### config.mk
export PLATFORM = sky130hd
export DESIGN_NAME = cbm_engine
export DESIGN_NICKNAME = d
export VERILOG_FILES = /design/src/rtl/cbm_pkg.sv /design/src/rtl/cbm_neuron.sv /design/src/rtl/cbm_pick.sv /design/src/rtl/cbm_engine.sv
export SDC_FILE = /design/constraint.sdc
export NUM_CORES = 2
export LEC_CHECK = 0
export BUFFER_PORTS_ARGS = -buffer_cell sky130_fd_sc_hd__buf_2
export CAP_MARGIN = 40
export CELL_PAD_IN_SITES_DETAIL_PLACEMENT = 2
export CELL_PAD_IN_SITES_GLOBAL_PLACEMENT = 2
export CORE_ASPECT_RATIO = 0.75
export CORE_MARGIN = 3
export CORE_UTILIZATION = 44
export CTS_BUF_LIST = sky130_fd_sc_hd__clkbuf_4 sky130_fd_sc_hd__clkbuf_8 sky130_fd_sc_hd__clkbuf_16
export DETAILED_ROUTE_END_ITERATION = 7
export HOLD_SLACK_MARGIN = 0.08
export PLACE_DENSITY_LB_ADDON = 0.3
export SETUP_SLACK_MARGIN = 0.5
export SLEW_MARGIN = 20
export SYNTH_ARGS = -nofsm -noshare
export SYNTH_HDL_FRONTEND = slang
export SYNTH_SLANG_ARGS = --single-unit
### constraint.sdc
create_clock -name clk -period 18.4 [get_ports clk]
set_input_delay 1.84 -clock clk [delete_from_list [all_inputs] [get_ports clk]]
set_output_delay 1.84 -clock clk [all_outputs]
set_load 0.1 [all_outputs]
### src/rtl/cbm_pkg.sv
package cbm_pkg;
  typedef enum logic [2:0] {
    ST_INIT,
    ST_IDLE,
    ST_UPD,
    ST_PROP,
    ST_DONE
  } eng_st_t;

  localparam int FLIP_LEVEL = 256;
endpackage

### src/rtl/cbm_neuron.sv
module cbm_neuron
  import cbm_pkg::*;
#(
  parameter int ZW  = 19,
  parameter int FW  = 6,
  parameter int SHW = 5,
  parameter int XW  = ZW + FW + 2
) (
  input  logic                 clk,
  input  logic                 rst_n,
  input  logic                 upd_en,
  input  logic [SHW-1:0]       t_shift,
  input  logic [FW-1:0]        t_factor,
  input  logic                 fld_en,
  input  logic signed [ZW-1:0] fld_delta,
  output logic                 spin_o,
  output logic signed [ZW-1:0] field_o,
  output logic                 flip_o
);
  localparam int PW = ZW + FW + 1;
  localparam logic signed [XW-1:0] FLIP_X = XW'(FLIP_LEVEL);

  logic signed [ZW-1:0] z_q, z_d, z_sh;
  logic signed [XW-1:0] x_q, x_d, mag, step_amt, x_sum;
  logic signed [PW-1:0] prod;
  logic                 s_q, s_d, hit;

  always_comb begin
    z_sh     = z_q >>> t_shift;
    prod     = z_sh * $signed({1'b0, t_factor});
    mag      = {{(XW-PW){prod[PW-1]}}, prod};
    step_amt = s_q ? -mag : mag;
    x_sum    = x_q + step_amt;
    hit      = upd_en && !x_sum[XW-1] && (x_sum >= FLIP_X);
    x_d = x_q;
    s_d = s_q;
    z_d = z_q;
    if (upd_en) begin
      if (x_sum[XW-1]) begin
        x_d = '0;
      end else if (hit) begin
        x_d = '0;
        s_d = ~s_q;
      end else begin
        x_d = x_sum;
      end
    end
    if (fld_en) z_d = z_q + fld_delta;
  end

  always_ff @(posedge clk or negedge rst_n) begin
    if (!rst_n) begin
      x_q <= '0;
      s_q <= 1'b0;
      z_q <= '0;
    end else begin
      if (upd_en) begin
        x_q <= x_d;
        s_q <= s_d;
      end
      if (fld_en) z_q <= z_d;
    end
  end

  assign spin_o  = s_q;
  assign field_o = z_q;
  assign flip_o  = hit;

  AST_ACC_WINDOW: assert property (@(posedge clk) disable iff (!rst_n)
    !x_q[XW-1] && (x_q < FLIP_X));
  AST_SPIN_HOLD: assert property (@(posedge clk) disable iff (!rst_n)
    !upd_en |=> $stable(s_q));
  AST_FIELD_HOLD: assert property (@(posedge clk) disable iff (!rst_n)
    !fld_en |=> $stable(z_q));
endmodule

### src/rtl/cbm_pick.sv
module cbm_pick #(
  parameter int N  = 4,
  parameter int IW = 2
) (
  input  logic [N-1:0]  req,
  output logic [IW-1:0] idx,
  output logic          any
);
  always_comb begin
    idx = '0;
    any = |req;
    for (int k = N - 1; k >= 0; k--) begin
      if (req[k]) idx = IW'(k);
    end
  end
endmodule

### src/rtl/cbm_engine.sv
module cbm_engine
  import cbm_pkg::*;
#(
  parameter int N   = 4,
  parameter int WW  = 8,
  parameter int ZW  = 19,
  parameter int FW  = 6,
  parameter int SHW = 5
) (
  input  logic                          clk,
  input  logic                          rst_n,
  input  logic                          step_go,
  input  logic [SHW-1:0]                temp_shift,
  input  logic [FW-1:0]                 temp_factor,
  output logic [2*((N>1)?$clog2(N):1)-1:0] w_addr,
  input  logic signed [WW-1:0]          w_data,
  output logic [N-1:0]                  spins,
  output logic [N*ZW-1:0]               fields,
  output logic                          ready,
  output logic                          step_done
);
  localparam int IW = (N > 1) ? $clog2(N) : 1;
  localparam int XW = ZW + FW + 2;
  localparam logic [IW-1:0] LAST = IW'(N - 1);

  eng_st_t st_q, st_d;
  logic [IW-1:0] row_q, row_d, col_q, col_d, pick_idx;
  logic [N-1:0]  pend_q, pend_d, flip_now, spin_w, fld_sel;
  logic          pick_any, upd_all;
  logic signed [ZW-1:0] w_ext, delta;

  cbm_pick #(.N(N), .IW(IW)) u_pick (
    .req(pend_q), .idx(pick_idx), .any(pick_any)
  );

  // next-state
  always_comb begin
    st_d   = st_q;
    row_d  = row_q;
    col_d  = col_q;
    pend_d = pend_q;
    case (st_q)
      ST_INIT: begin
        if (col_q == LAST) begin
          col_d = '0;
          if (row_q == LAST) begin
            row_d = '0;
            st_d  = ST_IDLE;
          end else begin
            row_d = row_q + 1'b1;
          end
        end else begin
          col_d = col_q + 1'b1;
        end
      end
      ST_IDLE: if (step_go) st_d = ST_UPD;
      ST_UPD: begin
        pend_d = flip_now;
        row_d  = '0;
        st_d   = ST_PROP;
      end
      ST_PROP: begin
        if (!pick_any) begin
          st_d = ST_DONE;
        end else if (row_q == LAST) begin
          row_d            = '0;
          pend_d[pick_idx] = 1'b0;
        end else begin
          row_d = row_q + 1'b1;
        end
      end
      ST_DONE: st_d = ST_IDLE;
      default: st_d = ST_IDLE;
    endcase
  end

  // field datapath
  assign w_ext   = {{(ZW-WW){w_data[WW-1]}}, w_data};
  assign upd_all = (st_q == ST_UPD);

  always_comb begin
    fld_sel = '0;
    delta   = '0;
    w_addr  = {row_q, col_q};
    case (st_q)
      ST_INIT: begin
        delta = -w_ext;
        if (row_q != col_q) fld_sel[row_q] = 1'b1;
      end
      ST_PROP: begin
        w_addr = {row_q, pick_idx};
        delta  = spin_w[pick_idx] ? (w_ext <<< 1) : -(w_ext <<< 1);
        if (pick_any && (row_q != pick_idx)) fld_sel[row_q] = 1'b1;
      end
      default: ;
    endcase
  end

  always_ff @(posedge clk or negedge rst_n) begin
    if (!rst_n) begin
      st_q   <= ST_INIT;
      row_q  <= '0;
      col_q  <= '0;
      pend_q <= '0;
    end else begin
      st_q   <= st_d;
      row_q  <= row_d;
      col_q  <= col_d;
      pend_q <= pend_d;
    end
  end

  for (genvar g = 0; g < N; g++) begin : g_neuron
    cbm_neuron #(.ZW(ZW), .FW(FW), .SHW(SHW), .XW(XW)) u_n (
      .clk      (clk),
      .rst_n    (rst_n),
      .upd_en   (upd_all),
      .t_shift  (temp_shift),
      .t_factor (temp_factor),
      .fld_en   (fld_sel[g]),
      .fld_delta(delta),
      .spin_o   (spin_w[g]),
      .field_o  (fields[g*ZW +: ZW]),
      .flip_o   (flip_now[g])
    );
  end

  assign spins     = spin_w;
  assign ready     = (st_q == ST_IDLE);
  assign step_done = (st_q == ST_DONE);

  AST_DONE_PULSE: assert property (@(posedge clk) disable iff (!rst_n)
    step_done |=> !step_done);
  AST_DONE_DRAINED: assert property (@(posedge clk) disable iff (!rst_n)
    step_done |-> (pend_q == '0));
  AST_PEND_NO_GROW: assert property (@(posedge clk) disable iff (!rst_n)
    (st_q != ST_UPD) |=> ($countones(pend_q) <= $countones($past(pend_q))));
  AST_BUSY_AFTER_GO: assert property (@(posedge clk) disable iff (!rst_n)
    (ready && step_go) |=> !ready);
endmodule

* Word level (Yosys, flattened, before mapping) *
Cells that the tools add are included.

operators by class
  bitwise operators = 10
  multiplexer cells = 41
  equality and inequality tests = 14
  shift operators = 4
  order comparisons = 8
  $mul = 4
  reductions and logical operators = 26
  add/subtract/negate cells = 16

operator list
  kind                                                        number
  two-way mux 27 bit                                          8
  adder 27 bit                                                4
  >= comparator 27 x 10 -> 1 bit, second input constant       4
  negator 26 -> 27 bit                                        4
  multiplier 19 x 7 -> 26 bit                                 4
  two-way mux 26 bit                                          4
  adder 19 bit                                                4
  >>> shifter 19 x 5 -> 19 bit                                4
  one-hot mux 19 bit (2 select lines)                         1
  two-way mux 19 bit                                          1
  negator 8 -> 19 bit                                         1
  negator 9 -> 19 bit                                         1
  two-way mux 2 bit                                           9
  AND reduction 3 bit                                         6
  two-way mux 4 bit                                           4
  one-hot mux 4 bit (2 select lines)                          2
  two-way mux 3 bit                                           4
  inequality test 2 bit, second input constant                6
  one-hot mux 3 bit (4 select lines)                          1
  logical AND 1 bit                                           11
  inverter 1 bit                                              8
  == test 3 x 2 -> 1 bit, second input constant               2
  less-than comparator 2 x 3 -> 1 bit, second input constant  2
  one-hot mux 2 bit (3 select lines)                          1
  other kinds (17)                                            27

storage, ports and cells
  input port bits = 22
  register bits = 199
  word-level logic and storage cells = 139
  output and inout bits = 86

* Depth between registers and ports, before layout *
  depth in word-level cells = 13
  mapped depth = 47
  gate-level depth less buffers = 40

* By module *
Synthesis repeated with hierarchy kept, for this count alone.

unflattened totals
  cell total of the unflattened synthesis = 4624
  area total of the unflattened synthesis = 39599.2 um2

modules (own cells, without submodules)
  module                        sequential area each (um2)  area each (um2)  instances  cells each
  cbm_neuron (g_neuron[2].u_n)  1151.1                      9673.0           1          1119
  cbm_neuron (g_neuron[1].u_n)  1151.1                      9635.5           1          1121
  cbm_neuron (g_neuron[3].u_n)  1151.1                      9521.6           1          1111
  cbm_neuron (g_neuron[0].u_n)  1151.1                      9520.4           1          1111
  cbm_engine                    275.3                       1213.7           1          155
  cbm_pick                      0.0                         35.0             1          7

* Least setup slack after synthesis *
No wires, ideal clock.

  path kind = input-to-reg
  from = input temp_shift[0]
  to = register g_neuron[2].u_n.x_q[3]
  stages on the path = 39
  library setup time = 110 ps
  setup slack = 5209 ps
  data required time = 18290 ps
  arrival = 13081 ps
  path buffers = 6
  path through = clkbuf_1 > clkbuf_1 > buf_1 > buf_1 > mux4_2 > mux2i_1 > a211oi_1 > a21oi_1 > nor2b_1 > fa_1 > inv_1 > fa_1 > inv_1 > fa_1 > fa_1 > ha_1 > clkbuf_1 > o21a_1 > (+3 left out) > o221ai_1 > or3_4 > or4_4 > or3_4 > o41ai_2 > xnor2_1 > ha_1 > o21a_1 > o21ai_0 > a211oi_1 > nor4_1 > o2111ai_1 > nor4_1 > nand4_1 > or4_1 > or4_1 > clkbuf_1 > o41ai_1

between the ends
  word-level cells in the longest chain between the ends = 10
  elaborated cells on any way between the ends = 11
  those cells by class = 2 x add/sub; 1 x mul; 1 x order compare; 1 x shift; 3 x mux; 3 x reduce/logical

RTL lines
  item                                                                    line              RTL
  from (decl)                                                             cbm_engine.sv:13  input logic [SHW-1:0] temp_shift,
  >>> shifter 19 x 5 -> 19 bit (*)                                        cbm_neuron.sv:29  z_sh = z_q >>> t_shift;
  multiplier 19 x 7 -> 26 bit (*)                                         cbm_neuron.sv:30  prod = z_sh * $signed({1'b0, t_factor});
  negator 26 -> 27 bit                                                    cbm_neuron.sv:32  step_amt = s_q ? -mag : mag;
  two-way mux 27 bit (*)                                                  cbm_neuron.sv:32
  adder 27 bit (*)                                                        cbm_neuron.sv:33  x_sum = x_q + step_amt;
  branches (longest 4 deep; another with >= comparator 27 x 10 -> 1 bit)  n/a
  two-way mux 27 bit (*)                                                  cbm_neuron.sv:39  if (x_sum[XW-1]) begin
  to (signal assigned)                                                    cbm_neuron.sv:53  x_q <= '0;
  to (signal assigned)                                                    cbm_neuron.sv:58  x_q <= x_d;
  to (decl)                                                               cbm_neuron.sv:24  logic signed [XW-1:0] x_q, x_d, mag, step_amt, x_sum;

Mark *: on every way between the ends.
A chain may end at the register's enable or synchronous reset.

* Worst setup path in the final report *
  from = input temp_shift[1]
  to = register g_neuron[2].u_n.x_q[5]

The elaborated chain is that of the path after synthesis.

==> metrics.md <==
| Metric | Value |
|---|---|
| Outcome | `complete, no violations` |
| FF+latch count, synth | `~200` |
| FILL cells | `slightly below 10000` |
| DRC viols | `0` |
| Clock skew | `25.6 ps` |
| Die area | `~93000 sq um` |
| Placeable core area | `roughly 90000 sq um` |
| Synth Flop Type | `dfrtp_1` |
| Slew Viols, Final | `0` |
| Most Frequent Cell on Critical Path | `fa_1` |
| Netlist cell types | `a little under 90` |
| Clock Tree Buf Depth | `2` |
| Max Fclk | `slightly above 0.07 GHz` |
| Vias in the first global route | `approximately 42000` |
| Area occupied by multi-input gates | `~32000 sq um` |
| Gate Count Post-Synth | `~4700` |
| Seq. cell area | `between 4000 and 5000 sq um` |
| Largest net degree at the start of global routing | `84` |
| Root buffer cell | `clkbuf_16` |
| Drt first pass iters | `6` |
| Total CTS buffers | `17` |
| Worst Tran Pin Value | `roughly 950 ps` |
| Simple-gate share of the synthesized area | `22.5%` |
| Detailed Route Iter0 Violations | `3047` |
| Compound-Gate Fraction of Synth Area | `roughly 19%` |
| Clock latency on the worst-skew pair | `about 570 ps` |
| Met2 GRT Util | `a little under three fifths` |
| Fin cells | `a little under 6000` |
| Adder-Cell Fraction of Synth Area | `29.1%` |
| Post-synth EDFFs | `0` |
| DP HPWL | `roughly 120 mm` |
| Starting Density | `between 40 and 50%` |
| Cell Area, Synth | `~39000 sq um` |
| DRT Wirelength | `about 170 mm` |
| Synth Area in XOR/XNOR | `approximately 6.6%` |
| First-pass GRT wire length | `253 mm` |
| Tmin final | `14080 ps` |
| Post-synthesis async set-or-reset flop share | `100%` |
| Detailed-route via count | `37962` |
| CTS Hold Bufs | `0` |
| Grt met3 use | `around 5.1%` |
| Final setup violation count | `0` |
| Reg2reg setup slack | `approximately 5900 ps` |
| Die height | `approximately 260 um` |
| CTS tree | `done` |
| Worst path slowest cell | `or4_1` |
| GR met1 Demand/Resource | `between 40% and 50%` |
| Worst Setup End Kind | `flip-flop` |
| Multiplexer area fraction after synthesis | `5.50%` |
| IO Pins | `~110` |
| Htree depth | `4` |
| Initial antenna violation count | `6` |
| WL/cell | `approximately 28 um` |
| CP max stage delay | `around 800 ps` |
| Worst Setup EP | `g_neuron[2].u_n.x_q[5]` |
| RSZ-0062 raised after global routing | `no` |
| Most common cell after layout, fill and taps aside | `ha_1` |
| Final period utilization | `roughly three quarters` |
| Critical Path RT | `roughly 19000 ps` |
| Chip width | `between 300 and 400 um` |
| Crit Path Class | `in2reg` |
| Syn_nets | `roughly 5500` |
| Clk sinks | `approximately 200` |
| Clock transition at path regs | `approximately 100 ps` |
| Row count | `94` |
| GRT Max-Usage Layer | `met2` |
| # nets final | `around 5400` |
| Max cap viols | `0` |
| Cell count after placement | `just under 6000` |
| Synth-to-Final Area Change | `6.07%` |
| Crit path from | `temp_shift[1]` |
| Register area share after synthesis | `between 10% and 20%` |
| CP max FO | `between 50 and 60` |
| RePlAce Congestion | `0.872` |
| Worst r2r path cells | `34` |
| Avg Cell Area, Syn | `roughly 8.3 sq um` |
| Syn. warnings | `0` |
| Commonest non-fill, non-tap cells in the layout | `ha_1 (396), nand2_1 (382), and2_1 (372)` |
| I/O Buffers | `between 100 and 150` |
| Post-route ant nets | `0` |
| Worst hold path class | `reg2reg` |
| Relative slew slack | `between 30 and 40%` |
| Resized Gates After CTS | `0` |
| Via density | `6.48` |
| R2r endpoint | `g_neuron[2].u_n.x_q[5]` |
| GRT overflow | `0` |
| Worst flop-to-flop path startpoint | `g_neuron[2].u_n.field_o[18]` |
| Post-CTS Setup Bufs | `0` |
| Largest family of logic cells by synthesized area | `adder cells` |
| Overall routing resource usage | `about a third` |
| Share of layout cells above drive strength 1 | `6.99%` |
| Startpoint class of the critical path | `primary input` |
| Final setup TNS | `0 ps` |
| Worst EP arrival | `14510 ps` |
| Hold Vio Cnt, Final | `0` |
[per-layer routing]
| metal | vias to the layer above | wire, um |
|---|---|---|
| met3 | 467 | 9800 |
| li1 | 16540 | - |
| met2 | 1442 | 76600 |
| met1 | 19507 | 71400 |
| met5 | - | 35 |
| met4 | 6 | 7330 |
[area by class of cell]
cell class / instances / share of cell area (%)
Clock inverter: 15 / 0.486
Multi-Input combinational cell: 3967 / 77.5
Tap cell: 1152 / 3.45
Antenna cell: 2 / 0.0120
Timing Repair Buffer: 168 / 2.71
Clock buffer: 17 / 1.02
Sequential cell: 195 / 11.7
Inverter: 344 / 3.10
[critical path, delay by kind of cell]
kind                     cells  cell delay, ps
XOR/XNOR                     1             210
AO/OA/AOI/OAI               14            3910
AND/OR/NAND/NOR             10            3850
buffers and inverters        6            1280
multiplexers                 1             310
adder cells (fa/ha/maj)      6            3030
[how the worst min path moves through the flow]
stage | from | slack [ps] | cells after the start | endpoint
2_1_floorplan | g_neuron[1].u_n.x_q[0] | 450 | 2 | g_neuron[1].u_n.x_q[0]
3_3_place_gp | g_neuron[1].u_n.x_q[0] | 460 | 2 | g_neuron[1].u_n.x_q[0]
3_5_place_dp | g_neuron[1].u_n.x_q[21] | 480 | 1 | g_neuron[1].u_n.x_q[21]
4_1_cts | g_neuron[3].u_n.x_q[23] | 500 | 1 | g_neuron[3].u_n.x_q[23]
5_1_grt | g_neuron[3].u_n.x_q[9] | 520 | 1 | g_neuron[3].u_n.x_q[9]
6_report | g_neuron[3].u_n.x_q[23] | 500 | 1 | g_neuron[3].u_n.x_q[23]
[state kept, by name (all words and copies together) (netlist names)]
register              cells
row_q                     2
g_neuron.u_n.x_q        104
g_neuron.u_n.field_o     76
col_q                     2
st_q                      3
pend_q                    4
g_neuron.u_n.spin_o       4
[per-stage QoR]
stage / worst slack (ps) / hold slack (ps) / instance area (sq um) / utilization [%]
after global routing: 3850 / 521 / 41700 / 47.3
after global placement: 4710 / 465 / 40700 / 46.2
after detailed placement: 4160 / 482 / 40900 / 46.4
after CTS: 4460 / 505 / 41500 / 47.1
after floorplan: 5210 / 450 / 39300 / -
final: 4320 / 498 / 41700 / 47.3
[Yosys cell counts, types with 43 or more instances]
master / number / area (sq um)
inv_1: 343 / 1290
and2_1: 372 / 2330
a211oi_1: 57 / 428
clkbuf_1: 194 / 728
ha_1: 396 / 4950
nor2_1: 195 / 732
nor2b_1: 190 / 1190
a21o_1: 74 / 556
nor3_1: 108 / 541
xor2_1: 104 / 911
nand2b_1: 73 / 457
mux4_2: 43 / 968
a21oi_1: 291 / 1460
nand3_1: 99 / 495
o31ai_1: 56 / 420
or3_1: 57 / 357
o21ai_0: 303 / 1520
xnor2_1: 186 / 1630
nand2_1: 382 / 1430
mux2i_1: 76 / 761
dfrtp_1: 195 / 4880
fa_1: 324 / 6490
[kinds of logic after synthesis]
kind of cell | count (synthesis)
flip-flops | 195
AO/OA/AOI/OAI | 1139
buffers and inverters | 560
XOR/XNOR | 292
AND/OR/NAND/NOR | 1659
multiplexers | 157
adder cells (fa/ha/maj) | 720
Power is left out: the tool's default activity adds up to more than one toggle a clock period on the data nets, which glitch-free logic cannot reach.
